### config.mk
export PLATFORM = sky130hd
export DESIGN_NAME = pixel_hit_readout
export DESIGN_NICKNAME = d
export VERILOG_FILES = /design/src/rtl/pixro_pkg.sv /design/src/rtl/pixro_cell.sv /design/src/rtl/pixro_pick.sv /design/src/rtl/pixro_loss.sv /design/src/rtl/pixel_hit_readout.sv
export SDC_FILE = /design/constraint.sdc
export NUM_CORES = 1
export LEC_CHECK = 0
export BUFFER_PORTS_ARGS = -buffer_cell sky130_fd_sc_hd__buf_4
export CORE_MARGIN = 2
export CORE_UTILIZATION = 45
export CTS_CLUSTER_SIZE = 20
export DETAILED_ROUTE_END_ITERATION = 10
export GPL_ROUTABILITY_DRIVEN = 0
export HOLD_SLACK_MARGIN = 0.05
export SYNTH_ARGS = -nofsm -noshare
export SYNTH_HDL_FRONTEND = slang
export SYNTH_SLANG_ARGS = --single-unit
### constraint.sdc
create_clock -name clk -period 10.2 [get_ports clk]
set_input_delay 1.53 -clock clk [delete_from_list [all_inputs] [get_ports clk]]
set_output_delay 1.53 -clock clk [all_outputs]
set_load 0.005 [all_outputs]
### src/rtl/pixro_pkg.sv
package pixro_pkg;

    // width of an index field able to hold 0 .. n-1, never below one bit
    function automatic int field_bits(input int n);
        return (n > 1) ? $clog2(n) : 1;
    endfunction

    // width needed to hold a count from 0 up to n
    function automatic int count_bits(input int n);
        return $clog2(n + 1);
    endfunction

endpackage

### src/rtl/pixro_cell.sv
module pixro_cell #(
    parameter int TS_W = 8
) (
    input  logic            clk,
    input  logic            rst,
    input  logic            hit,
    input  logic [TS_W-1:0] ts_in,
    input  logic            clr,
    output logic            full,
    output logic [TS_W-1:0] ts_q,
    output logic            lost
);
    // a hit into an occupied cell is dropped, even in the cycle it is read
    assign lost = hit && full;

    always_ff @(posedge clk) begin
        if (rst) begin
            full <= 1'b0;
            ts_q <= '0;
        end else if (clr) begin
            full <= 1'b0;
        end else if (hit && !full) begin
            full <= 1'b1;
            ts_q <= ts_in;
        end
    end

    a_r2_capture: assert property (@(posedge clk) disable iff (rst)
        (hit && !full) |=> (full && ts_q == $past(ts_in)));

    a_r7_ignore: assert property (@(posedge clk) disable iff (rst)
        (hit && full) |=> (ts_q == $past(ts_q)));

    a_r3_hold: assert property (@(posedge clk) disable iff (rst)
        (full && !clr) |=> full);

endmodule

### src/rtl/pixro_pick.sv
module pixro_pick #(
    parameter int N  = 16,
    parameter int IW = 4
) (
    input  logic [N-1:0]  req,
    output logic          any,
    output logic [IW-1:0] idx,
    output logic [N-1:0]  grant
);
    always_comb begin
        idx = '0;
        // walk downwards so the lowest set index is the last one written
        for (int i = N - 1; i >= 0; i--) begin
            if (req[i]) idx = IW'(i);
        end
        any   = |req;
        grant = '0;
        if (any) grant[idx] = 1'b1;
    end

    always_comb begin
        a_r4_onehot: assert ($onehot0(grant));
        if (any) begin
            a_r4_lowest: assert (req[idx] && ((req & ((N'(1) << idx) - N'(1))) == '0));
        end
    end

endmodule

### src/rtl/pixro_loss.sv
module pixro_loss #(
    parameter int N = 16,
    parameter int W = 8
) (
    input  logic         clk,
    input  logic         rst,
    input  logic [N-1:0] lost_vec,
    output logic [W-1:0] count
);
    localparam int SW = pixro_pkg::count_bits(N);
    localparam int TW = W + SW;
    localparam logic [TW-1:0] TOP = TW'({W{1'b1}});

    logic [SW-1:0] step;
    logic [TW-1:0] total;

    always_comb begin
        step  = SW'($countones(lost_vec));
        total = TW'(count) + TW'(step);
    end

    always_ff @(posedge clk) begin
        if (rst) count <= '0;
        else     count <= (total > TOP) ? {W{1'b1}} : total[W-1:0];
    end

    a_r8_monotonic: assert property (@(posedge clk) disable iff (rst)
        1'b1 |=> (count >= $past(count)));

    a_r8_quiet: assert property (@(posedge clk) disable iff (rst)
        (lost_vec == '0) |=> $stable(count));

endmodule

### src/rtl/pixel_hit_readout.sv
module pixel_hit_readout #(
    parameter int ROWS   = 4,
    parameter int COLS   = 4,
    parameter int TS_W   = 8,
    parameter int LOST_W = 8,
    localparam int N     = ROWS * COLS,
    localparam int RW    = pixro_pkg::field_bits(ROWS),
    localparam int CW    = pixro_pkg::field_bits(COLS),
    localparam int IW    = pixro_pkg::field_bits(N)
) (
    input  logic              clk,
    input  logic              rst,
    input  logic [N-1:0]      hit_in,
    input  logic [TS_W-1:0]   ts_in,
    input  logic              read_req,
    output logic              out_valid,
    output logic [RW-1:0]     out_row,
    output logic [CW-1:0]     out_col,
    output logic [TS_W-1:0]   out_ts,
    output logic [LOST_W-1:0] lost_count
);
    typedef struct packed {
        logic            valid;
        logic [RW-1:0]   row;
        logic [CW-1:0]   col;
        logic [TS_W-1:0] ts;
    } word_t;

    logic [N-1:0]    full_vec;
    logic [N-1:0]    lost_vec;
    logic [N-1:0]    grant;
    logic [TS_W-1:0] ts_arr [N];
    logic            any;
    logic [IW-1:0]   sel;
    word_t           word;

    for (genvar g = 0; g < N; g++) begin : g_cell
        pixro_cell #(.TS_W(TS_W)) u_cell (
            .clk   (clk),
            .rst   (rst),
            .hit   (hit_in[g]),
            .ts_in (ts_in),
            .clr   (grant[g] && read_req),
            .full  (full_vec[g]),
            .ts_q  (ts_arr[g]),
            .lost  (lost_vec[g])
        );
    end

    pixro_pick #(.N(N), .IW(IW)) u_pick (
        .req   (full_vec),
        .any   (any),
        .idx   (sel),
        .grant (grant)
    );

    pixro_loss #(.N(N), .W(LOST_W)) u_loss (
        .clk      (clk),
        .rst      (rst),
        .lost_vec (lost_vec),
        .count    (lost_count)
    );

    always_comb begin
        word.valid = any;
        word.row   = RW'(int'(sel) / COLS);
        word.col   = CW'(int'(sel) % COLS);
        word.ts    = ts_arr[sel];
    end

    assign out_valid = word.valid;
    assign out_row   = word.row;
    assign out_col   = word.col;
    assign out_ts    = word.ts;

    a_r6_cleared: assert property (@(posedge clk) disable iff (rst)
        (out_valid && read_req) |=> !full_vec[$past(sel)]);

    a_r9_idle: assert property (@(posedge clk) disable iff (rst)
        (!out_valid && hit_in == '0) |=> !out_valid);

endmodule

# Yosys cells after proc, flatten, opt, wreduce, memory -nomap -nowiden
# Cells that the tools add are included.
# word_totals
wordCells,191
regBits,152
inputBits,27
output_inout_bits,21
# classes
add_sub_neg,16
order_cmp,4
muxes,23
bitwise_logic,17
reduce_logical,98
# op_table
operator,count
$mux W4,16
$logic_and A1 B1 Y1,49
$add A5 B5 Y5,7
$bmux W8 S4,1
$reduce_and A2 Y1,16
$reduce_or A2 Y1,16
$mux W8,3
$add A1 B1 Y2,8
$logic_not A1 Y1,16
$mux W16,1
$not A1 Y1,16
$reduce_or A16 Y1,1
$gt A13 B8 Y1 const B,1
$add A8 B5 Y9,1
$ge A5 B5 Y1 const B,1
$lt A4 B5 Y1 const B,1
$not A4 Y5,1
$demux W1 S4,1
$ge A4 B1 Y1 const B,1
$mux W1,1

# Depth between registers and ports, before layout
# Gate-level depths: netlist of the first run.
# depth
ltp_word,24
mapped_depth,22

# By module
# From an unflattened synthesis of the first run, not the netlist that was laid out.
# hier_totals
hier_cells,861
hier_area_um2,8822.2
# modules_own_cells
module,instances,cells_each,area_per_inst_um2
pixro_cell,16,39,405.4
pixel_hit_readout,1,87,1137.3
pixro_loss,1,89,828.3
pixro_pick,1,61,370.4

# Least setup slack after synthesis of the first run
# OpenSTA, ideal clock, no wires.
# synth_timing
kind,in2reg
start,input port hit_in[14]
end,register u_loss.count[6]
stages,19
t_arrival_ns,5.998
setup_time_ns,0.078
slack_ns,4.124
cell_sequence,and2_1 ha_1 inv_1 fa_1 inv_1 fa_1 fa_1 inv_1 fa_1 inv_1 ha_1 fa_1 xor2_1 ha_1 a21oi_1 a21boi_0 or2_2 and4b_1 nor3_1
# synth_between
elab_chain_len,8
# synth_lines
element,line,text
from (decl),pixel_hit_readout.sv:13,"input logic [N-1:0] hit_in,"
$logic_and A1 B1 Y1 (*),pixro_cell.sv:14,assign lost = hit && full;
$add A1 B1 Y2 (not written as such) (*),pixro_loss.sv:18,step = SW'($countones(lost_vec));
$add A5 B5 Y5 (not written as such) (*) (3 in a row),pixro_loss.sv:18,
$add A8 B5 Y9 (*),pixro_loss.sv:19,total = TW'(count) + TW'(step);
$gt A13 B8 Y1,pixro_loss.sv:24,else count <= (total > TOP) ? {W{1'b1}} : total[W-1:0];
$mux W8 (*),pixro_loss.sv:24,
to (signal assigned),pixro_loss.sv:24,
to (decl),pixro_loss.sv:8,output logic [W-1:0] count
# Mark *: on every way between the ends. The rest lies on a longest branch, timed or not.
# A chain may end at the register's enable or synchronous reset.

# Worst setup path after layout of the first run
# layout_timing
start,input port hit_in[14]
end,register u_loss.count[5]
# Same word-level chain as after synthesis.

==> results of run 1 <==
kinds of logic (layout without fill, tap and decap cells):
logic type               after synthesis  in the layout
AO/OA/AOI/OAI                        158            158
XOR/XNOR                               4              4
flip-flops                           152            152
AND/OR/NAND/NOR                      278            278
buffers and inverters                 97            112
adder cells (fa/ha/maj)               31             31
multiplexers                         129            129
critical path: cells and delay by family:
kind	cells	cell delay, ns
and+or+nand+nor	3	0.30
buffers and inverters	5	0.34
muxes	1	0.14
adders and majority gates	8	3.19
xor gates and xnor gates	1	0.29
AOI/OAI and AO/OA	3	0.70
metrics by stage:
step,cells,setup slack [ns],cell area [sq um],hold slack [ns]
6_report,1084,4.02,8720,0.454
5_1_grt,1084,3.67,8720,0.476
4_1_cts,1084,4.07,8720,0.456
3_5_place_dp,1052,3.63,8070,0.448
3_3_place_gp,1052,3.75,8070,0.442
2_1_floorplan,849,4.12,7720,0.434
area by class of cell:
class                      count  area share [%]
multi-input combinational    600            49.0
tap                          220            3.16
timing repair buffer          50            4.31
clock inverter                13            2.20
inverter                      30            1.29
clock buffer                  19            5.20
sequential                   152            34.9
cell usage after synthesis, types with 10 or more instances:
cell type / n
a211oi_1: 21
fa_1: 12
ha_1: 19
clkbuf_1: 47
buf_2: 10
a22oi_1: 24
a21oi_1: 44
inv_1: 29
mux2_2: 16
dfxtp_1: 152
nand2_1: 78
nand2b_1: 15
nor2_1: 123
and2_1: 18
nor3_1: 13
mux2i_1: 113
metal layers:
| metal | vias up | GRT usage (%) |
|---|---|---|
| met1 | 3084 | 33.0 |
| li1 | 2989 | - |
| met2 | 221 | 38.4 |
| met4 | 0 | 9.78 |
| met3 | 40 | 4.84 |
| met5 | - | 0 |
report_power, final:
part	total, W	internal (W)	switching (W)	leakage, nW
Clock	0.000685	0.000426	0.000259	0.319
Combinational	0.000364	0.000150	0.000214	2.37
Sequential	0.000670	0.000637	0.0000327	1.25
flip-flops by register name (all words and copies together) (netlist names):
signal              flops
u_loss.count            8
g_cell.u_cell.ts_q    128
g_cell.u_cell.full     16
worst max path at each step:
stage / end / slack, ns / cells past startpoint
finish: u_loss.count[5] / 4.02 / 21
global route: u_loss.count[5] / 3.67 / 21
CTS: u_loss.count[5] / 4.07 / 21
detailed placement: u_loss.count[5] / 3.63 / 21
global placement: u_loss.count[5] / 3.75 / 21
floorplan: u_loss.count[6] / 4.12 / 19
==> impl_metrics.csv, run 1 <==
group,metric,value,unit
layout,finish.utilization,52.2,%
layout,final_nets,909,
global_route,grt_pass1_wl,33600,um
cts,post_cts_resized,0,
layout,drive_gt1_share,12.8,%
power,vdd_ir_drop_max,0.000126,V
synthesis,netlist_top_cells_area,"dfxtp_1, mux2i_1, nor2_1, nand2_1, fa_1",
setup_path,r2r-end,"u_loss.count[5]",
setup_path,start_kind,"primary input",
synthesis,synth_compound_area_share,15.1,%
cts,clk_latency,0.44,ns
setup_path,rrSetupSlack,4.44,ns
floorplan,die_area,0.0182,sq mm
sta,fin_crit_sh,60.6,%
hold_path,holdCritPathClass,"reg2reg",
global_route,globalRouteTotalUtil,24.4,%
place,port_buffers,47,
cts,tritoncts,"yes",
synthesis,synth.area.mux_share,17.0,%
sta,slew_viol_final,0,
power,power_density,197,mW/mm^2
layout,synthToLayoutAreaGrowth,13.0,%
setup_path,crit_path_end_kind,"register",
hold_path,min_from,"g_cell[0].u_cell.ts_q[0]",
synthesis,synth_fp_nets,907,
hold_path,hold_end,"g_cell[0].u_cell.ts_q[0]",
route,wl_per_cell,20.0,um
floorplan,chipHeight,135,um
synthesis,syn_area,0.00772,sq mm
power,leakagePower,3.94,nW
setup_path,crit_type,"in2reg",
synthesis,yosys.area.top_type,"dfxtp_1",
floorplan,ioPinCount,48,
layout,final_common_cell,"dfxtp_1",
cts,clk_path_buf_depth,2,
floorplan,die_x,135,um
synthesis,ys_seq_elements,152,
synthesis,ys_seq_area_share,39.4,%
setup_path,timing.critical_path.mode_cell,"fa_1",
setup_path,arrival,6.49,ns
sta,fin_tns_setup,0,ns
cts,cts_hold_buf,0,
synthesis,synth_cells,849,
sta,final-hold-violation-count,0,
cts,cts_inserted_buffers,17,
synthesis,synth.distinct_cells,57,
layout,fill_cells,1569,
setup_path,r2r-start,"g_cell[0].u_cell.full",
sta,worst_pin_slew,1.18,ns
synthesis,yosys_most_used_dff,"dfxtp_1",
layout,antenna_cells,0,
route,num_vias,6334,
setup_path,r2r_cells,20,
setup_path,cp.required,10.52,ns
cts,path_clk_slew,0.06,ns
route,viasPerCell,5.84,
synthesis,synthXorXnorAreaFrac,0.454,%
synthesis,synth.avg_cell_area,9.09,sq um
cts,cts_setup_buffers,0,
synthesis,synthArstFlopShare,0,%
setup_path,critPathLaunch,"hit_in[14]",
global_route,grt_max_degree,113,
floorplan,start_util,46.2,%
status,status,"complete, no violations",
sta,fin_worst_skew,0.0117,ns
route,drt-met1-wl,9780,um
setup_path,crit_chain,"buf_4 -> and2_1 -> ha_1 -> inv_1 -> fa_1 -> inv_1 -> fa_1 -> fa_1 -> inv_1 -> fa_1 -> inv_1 -> ha_1 -> fa_1 -> xor2_1 -> ha_1 -> a21oi_1 -> a21boi_0 -> o21bai_1 -> nand2_1 -> mux2i_1 -> nor2_1",
route,dr.first_iter.drc_count,607,
floorplan,placementRows,47,
sta,min_period,6.18,ns
setup_path,worstPathMaxFanout,6,
route,wl_met2,9980,um
synthesis,synthSimpleGateAreaFrac,16.5,%
sta,fmax,162,MHz
floorplan,coreArea,0.0167,sq mm
flow_run,drv_cap,0,
layout,most-common-layout-cells,"dfxtp_1, nor2_1, mux2i_1",
setup_path,slowest_stage,"fa_1",
route,topRoutingLayerUsed,"met4",
place,dp_hpwl,14900,um
route,route.met3.wl,1280,um
hold_path,hold_path_depth,2,
global_route,antenna_found_initial,0,
synthesis,synth_top_area_share,39.4,%
layout,regArea,0.00304,sq mm
route,first_pass_iters,6,
synthesis,synth_fa_ha_area_share,6.19,%
route,drc,0,
global_route,gr-total-overflow,0,
global_route,grt_pass1_vias,6086,
route,final_antenna_net_count,0,
power,power.total,0.00172,W
sta,setup_viol,0,
cts,cts_root_buffer,"clkbuf_16",
synthesis,ys_warn_count,0,
sta,rsz0062_at_grt,"no",
synthesis,synth_top_family_by_area,"multiplexers",
layout,multiInputGateArea,0.00427,sq mm
cts,h-tree-depth,4,
setup_path,crit_path_max_incr_delay,0.53,ns
route,route.final.wire_length,21700,um
sta,max_slew_margin,21.2,%
cts,cts.sinks,152,
synthesis,synth-edff-count,0,
(Power assumes the default switching activity.)
==> run 2, diff against run 1 <==
Clock period 10.2 ns to 5.65 ns, I/O delays scaled along.
==> impl_metrics.csv, run 2 (synthesis results as in run 1) <==
group,metric,value,unit
status,status,"complete, no violations",
setup_path,slowest_stage,"fa_1",
sta,fin_crit_sh,95.4,%
route,final_antenna_net_count,0,
cts,cts_root_buffer,"clkbuf_16",
layout,largest_reg_flops,128,
sta,worst_pin_slew,1.20,ns
power,p_seq_share,39.9,%
setup_path,cp_num_cells,20,
cts,cts_inserted_buffers,17,
setup_path,r2r-start,"g_cell[3].u_cell.full",
setup_path,crit_type,"in2reg",
setup_path,cp.required,5.99,ns
route,viasPerCell,5.72,
global_route,antenna_found_initial,0,
cts,h-tree-depth,4,
layout,final_nets,921,
route,drt-met1-wl,10100,um
floorplan,ioPinCount,48,
sta,fin_tns_setup,0,ns
layout,reg_top3,"g_cell.u_cell.ts_q: 128 flops, g_cell.u_cell.full: 16 flops, u_loss.count: 8 flops",
floorplan,die_x,135,um
route,topRoutingLayerUsed,"met4",
sta,final-hold-violation-count,0,
route,drc,0,
floorplan,placementRows,47,
setup_path,crit_path_max_incr_delay,0.54,ns
power,leakagePower,3.96,nW
hold_path,hold_path_depth,2,
layout,fill_cells,1535,
layout,stdcell_count,1096,
sta,fin_worst_skew,0.00665,ns
global_route,globalRouteTotalUtil,24.5,%
cts,cts.sinks,152,
global_route,grt_max_degree,98,
floorplan,start_util,46.2,%
route,dr.first_iter.drc_count,552,
power,intPower,0.00212,W
setup_path,r2r_cells,19,
route,wl_met2,9850,um
setup_path,arrival,5.74,ns
place,dp_hpwl,14800,um
cts,cts_hold_buf,0,
power,combPwrFrac,22.1,%
setup_path,r2r-end,"u_loss.count[6]",
route,num_vias,6274,
sta,setup_viol,0,
setup_path,rrSetupSlack,0.35,ns
floorplan,coreArea,0.0167,sq mm
sta,fmax,185,MHz
sta,max_slew_margin,19.6,%
place,post-place-ws,-0.194,ns
route,route.final.wire_length,21500,um
setup_path,worstPathMaxFanout,3,
power,vdd_ir_drop_max,0.000313,V
hold_path,holdCritPathClass,"reg2reg",
cts,clk_latency,0.43,ns
layout,multiInputGateArea,0.00428,sq mm
global_route,grt_pass1_wl,34200,um
route,first_pass_iters,5,
hold_path,min_from,"g_cell[11].u_cell.ts_q[5]",
setup_path,start_kind,"primary input",
global_route,gr-total-overflow,0,
setup_path,crit_buf_inv,5,
sta,min_period,5.39,ns
power,power_density,344,mW/mm^2
place,port_buffers,47,
layout,regMostFlops,"g_cell.u_cell.ts_q",
setup_path,crit_chain,"buf_4 -> and2_1 -> ha_1 -> inv_1 -> fa_1 -> inv_1 -> fa_1 -> fa_1 -> inv_1 -> fa_1 -> inv_1 -> ha_1 -> fa_1 -> xor2_2 -> ha_1 -> a21oi_1 -> a21boi_0 -> or2_2 -> and4b_1 -> nor3_1",
layout,regArea,0.00304,sq mm
layout,finish.utilization,52.5,%
power,pwr-share-clk,38.0,%
cts,clk_path_buf_depth,2,
layout,drive_gt1_share,13.8,%
place,dp.cells,1064,
place,dpl_cell_area,0.00816,sq mm
sta,rsz0062_at_grt,"no",
power,power.switching,0.000896,W
route,wl_per_cell,19.7,um
layout,most-common-layout-cells,"dfxtp_1, nor2_1, mux2i_1",
layout,antenna_cells,0,
hold_path,hold_end,"g_cell[11].u_cell.ts_q[5]",
setup_path,crit_path_end_kind,"register",
sta,slew_viol_final,0,
route,route.met3.wl,1160,um
layout,design_area,0.00876,sq mm
setup_path,critPathTopFamily,"adder cells",
cts,tritoncts,"yes",
layout,final_common_cell,"dfxtp_1",
power,swShare,29.8,%
floorplan,die_area,0.0182,sq mm
floorplan,chipHeight,135,um
cts,path_clk_slew,0.06,ns
sta,setup_slack,0.257,ns
global_route,grt_pass1_vias,6083,
layout,synthToLayoutAreaGrowth,13.6,%
setup_path,timing.critical_path.mode_cell,"fa_1",
flow_run,drv_cap,0,
## run 2: cell count changes in the layout (fill, tap and decap cells not counted), sizes merged
cell,previous run,this run
bufinv,4,2
buf,50,62
clkbuf,19,23
inv,33,31
clkinvlp,0,3
clkinv,6,3
## run 2: worst max-delay path by stage
stage	end	slack (ns)	from
2_1_floorplan	u_loss.count[6]	0.26	hit_in[14]
3_3_place_gp	u_loss.count[6]	-0.03	hit_in[14]
3_5_place_dp	u_loss.count[6]	-0.19	hit_in[14]
4_1_cts	u_loss.count[6]	0.26	hit_in[14]
5_1_grt	u_loss.count[6]	0.009	hit_in[14]
6_report	u_loss.count[6]	0.26	hit_in[14]
## run 2: stage by stage
step	hold slack [ns]	total power, W
final	0.456	0.00301
after global routing	0.475	0.00316
after CTS	0.457	0.00303
after detailed placement	0.447	0.00189
after global placement	0.439	0.00186
after floorplan	0.434	0.00168
## run 2: timing repair
action	4_1_cts	5_1_grt
buffers inserted	0	0
gates resized for setup	0	1
endpoints found under the hold margin	0	0
setup endpoints to repair	0	1
## run 2: layout make-up
| cell class | count | share of cell area, % |
|---|---|---|
| Clock inverter | 9 | 1.30 |
| Multi-Input combinational cell | 600 | 48.8 |
| Clock buffer | 23 | 5.45 |
| Tap cell | 220 | 3.14 |
| Inverter | 30 | 1.28 |
| Sequential cell | 152 | 34.7 |
| Timing Repair Buffer | 62 | 5.31 |
## run 2: worst register-to-register path, stage by stage (launching register included)
cell and delay [ns]:
dfxtp_1 0.49, and2_1 0.18, ha_1 0.15, inv_1 0.06, fa_1 0.48, inv_1 0.06
fa_1 0.50, fa_1 0.54, inv_1 0.05, fa_1 0.54, inv_1 0.05, ha_1 0.23
fa_1 0.42, xor2_2 0.21, ha_1 0.30, a21oi_1 0.18, a21boi_0 0.13, or2_2 0.31
and4b_1 0.18, nor3_1 0.15
## run 2: per-layer routing
metal	up-vias	track usage, %
met5	-	0
met4	0	8.04
met3	32	4.35
met2	195	37.7
met1	3038	35.0
li1	3009	-
## run 2: power by group through the flow
stage | Sequential [W] | Clock (W) | Combinational (W)
final | 0.00120 | 0.00114 | 0.000667
after global routing | 0.00121 | 0.00120 | 0.000746
after CTS | 0.00120 | 0.00116 | 0.000669
after detailed placement | 0.00122 | 0 | 0.000666
after global placement | 0.00122 | 0 | 0.000644
after floorplan | 0.00121 | 0 | 0.000474
==> run 3, diff against run 2 <==
Settings changed: CORE_ASPECT_RATIO set to 0.75.
==> impl_metrics.csv, run 3 (synthesis results as in run 1) <==
group,metric,value,unit
cts,tritoncts,"yes",
floorplan,die_area,0.0182,sq mm
floorplan,ioPinCount,48,
sta,fin_worst_skew,0.00674,ns
flow_run,drv_cap,0,
layout,synthToLayoutAreaGrowth,13.2,%
layout,stdcell_count,1089,
sta,hold_ws,0.455,ns
sta,fmax,188,MHz
setup_path,arrival,5.61,ns
route,drc,0,
setup_path,critPathTopFamily,"adder cells",
layout,drive_gt1_share,13.8,%
setup_path,start_kind,"primary input",
setup_path,worstPathMaxFanout,3,
global_route,grt_pass1_wl,34200,um
power,vdd_ir_drop_max,0.000199,V
route,final_antenna_net_count,0,
global_route,globalRouteTotalUtil,24.3,%
global_route,grt_max_degree,94,
hold_path,holdCritPathClass,"reg2reg",
layout,final_nets,919,
cts,cts_root_buffer,"clkbuf_16",
layout,most-common-layout-cells,"dfxtp_1, nor2_1, mux2i_1",
sta,worst_pin_slew,1.17,ns
layout,antenna_cells,0,
power,leakagePower,3.95,nW
sta,setup_viol,0,
floorplan,placementRows,41,
route,num_vias,6315,
setup_path,slowest_stage,"fa_1",
cts,cts_hold_buf,0,
global_route,grt_pass1_vias,6062,
setup_path,cp.required,5.93,ns
cts,cts_setup_buffers,0,
sta,max_slew_margin,21.8,%
sta,min_period,5.33,ns
place,port_buffers,47,
cts,cts.sinks,152,
sta,rsz0062_at_grt,"no",
global_route,gr-total-overflow,0,
route,dr.first_iter.drc_count,553,
cts,path_clk_slew,0.07,ns
sta,final-hold-violation-count,0,
status,status,"complete, no violations",
floorplan,coreArea,0.0168,sq mm
layout,finish.utilization,51.9,%
cts,cts_inserted_buffers,17,
cts,post_cts_resized,0,
setup_path,crit_path_max_incr_delay,0.53,ns
setup_path,crit_type,"in2reg",
route,viasPerCell,5.80,
layout,regMostFlops,"g_cell.u_cell.ts_q",
sta,fin_crit_sh,94.3,%
route,wl_per_cell,20.0,um
place,dp.cells,1057,
setup_path,crit_path_end_kind,"register",
setup_path,timing.critical_path.mode_cell,"fa_1",
floorplan,die_x,155,um
cts,h-tree-depth,4,
route,route.final.wire_length,21700,um
global_route,antenna_found_initial,0,
layout,fill_cells,1531,
cts,clk_path_buf_depth,2,
cts,clk_latency,0.43,ns
setup_path,crit_buf_inv,5,
setup_path,crit_chain,"buf_4 -> and2_1 -> ha_1 -> inv_1 -> fa_1 -> inv_1 -> fa_1 -> fa_1 -> inv_1 -> fa_1 -> inv_1 -> ha_1 -> fa_1 -> xor2_1 -> ha_1 -> a21oi_1 -> a21boi_0 -> or2_2 -> nor3_1 -> nor3b_1",
power,power.total,0.00301,W
floorplan,start_util,45.9,%
layout,largest_reg_flops,128,
sta,slew_viol_final,0,
layout,final_common_cell,"dfxtp_1",
layout,reg_top3,"g_cell.u_cell.ts_q: 128 flops, g_cell.u_cell.full: 16 flops, u_loss.count: 8 flops",
place,dp_hpwl,15000,um
power,power_density,344,mW/mm^2
route,first_pass_iters,5,
floorplan,chipHeight,117,um
==> run 3: worst paths after layout <==
| check | cells after the start | startpoint | endpoint | slack, ns |
|---|---|---|---|---|
| setup / recovery | 20 | hit_in[14] | u_loss.count[7] | 0.32 |
| hold / removal | 2 | g_cell[0].u_cell.ts_q[2] | g_cell[0].u_cell.ts_q[2] | 0.46 |
| setup reg to reg | 19 | g_cell[2].u_cell.full | u_loss.count[7] | 0.39 |
| hold reg to reg | 2 | g_cell[0].u_cell.ts_q[2] | g_cell[0].u_cell.ts_q[2] | 0.46 |
==> run 3: area by class of cell <==
cell class / instances / area (sq um) / area share (%)
sequential: 152 / 3040 / 34.8
tap: 215 / 269 / 3.08
inverter: 30 / 113 / 1.29
clock buffer: 17 / 425 / 4.87
timing repair buffer: 60 / 450 / 5.16
multi-input combinational: 600 / 4270 / 48.9
clock inverter: 15 / 165 / 1.89
==> run 3: worst reg2reg max path: cells and delay by family, from the launching register on <==
| kind | cells | cell delay, ns |
|---|---|---|
| fa+ha+maj | 8 | 3.11 |
| buf+inv | 4 | 0.22 |
| compound gates | 2 | 0.28 |
| xor+xnor | 1 | 0.23 |
| simple gates | 4 | 0.77 |
| flops | 1 | 0.51 |
==> run 3: report_power, final <==
part / switching [W] / total, W / internal (W)
clock: 0.000487 / 0.00115 / 0.000658
sequential: 0.0000547 / 0.00120 / 0.00115
combinational: 0.000384 / 0.000657 / 0.000273
total: 0.000927 / 0.00301 / 0.00208
==> run 3: routing by layer <==
layer / global-route usage (%) / wire length [um] / part of all wire [%] / up-vias
met5: 0 / 0 / 0 / -
met4: 7.22 / 327 / 1.5 / 0
met3: 4.73 / 1530 / 7.0 / 27
met2: 36.6 / 9460 / 44 / 229
met1: 35.4 / 10400 / 48 / 3050
li1: - / - / - / 3009
==> run 3: through the flow <==
| step | setup TNS (ns) | worst slack (ns) | cell area (sq um) |
|---|---|---|---|
| 6_report | 0 | 0.323 | 8730 |
| 5_1_grt | 0 | 0.0408 | 8730 |
| 4_1_cts | 0 | 0.286 | 8730 |
| 3_5_place_dp | -0.407 | -0.166 | 8140 |
| 3_3_place_gp | -0.00737 | -0.00481 | 8140 |
| 2_1_floorplan | 0 | 0.257 | 7720 |
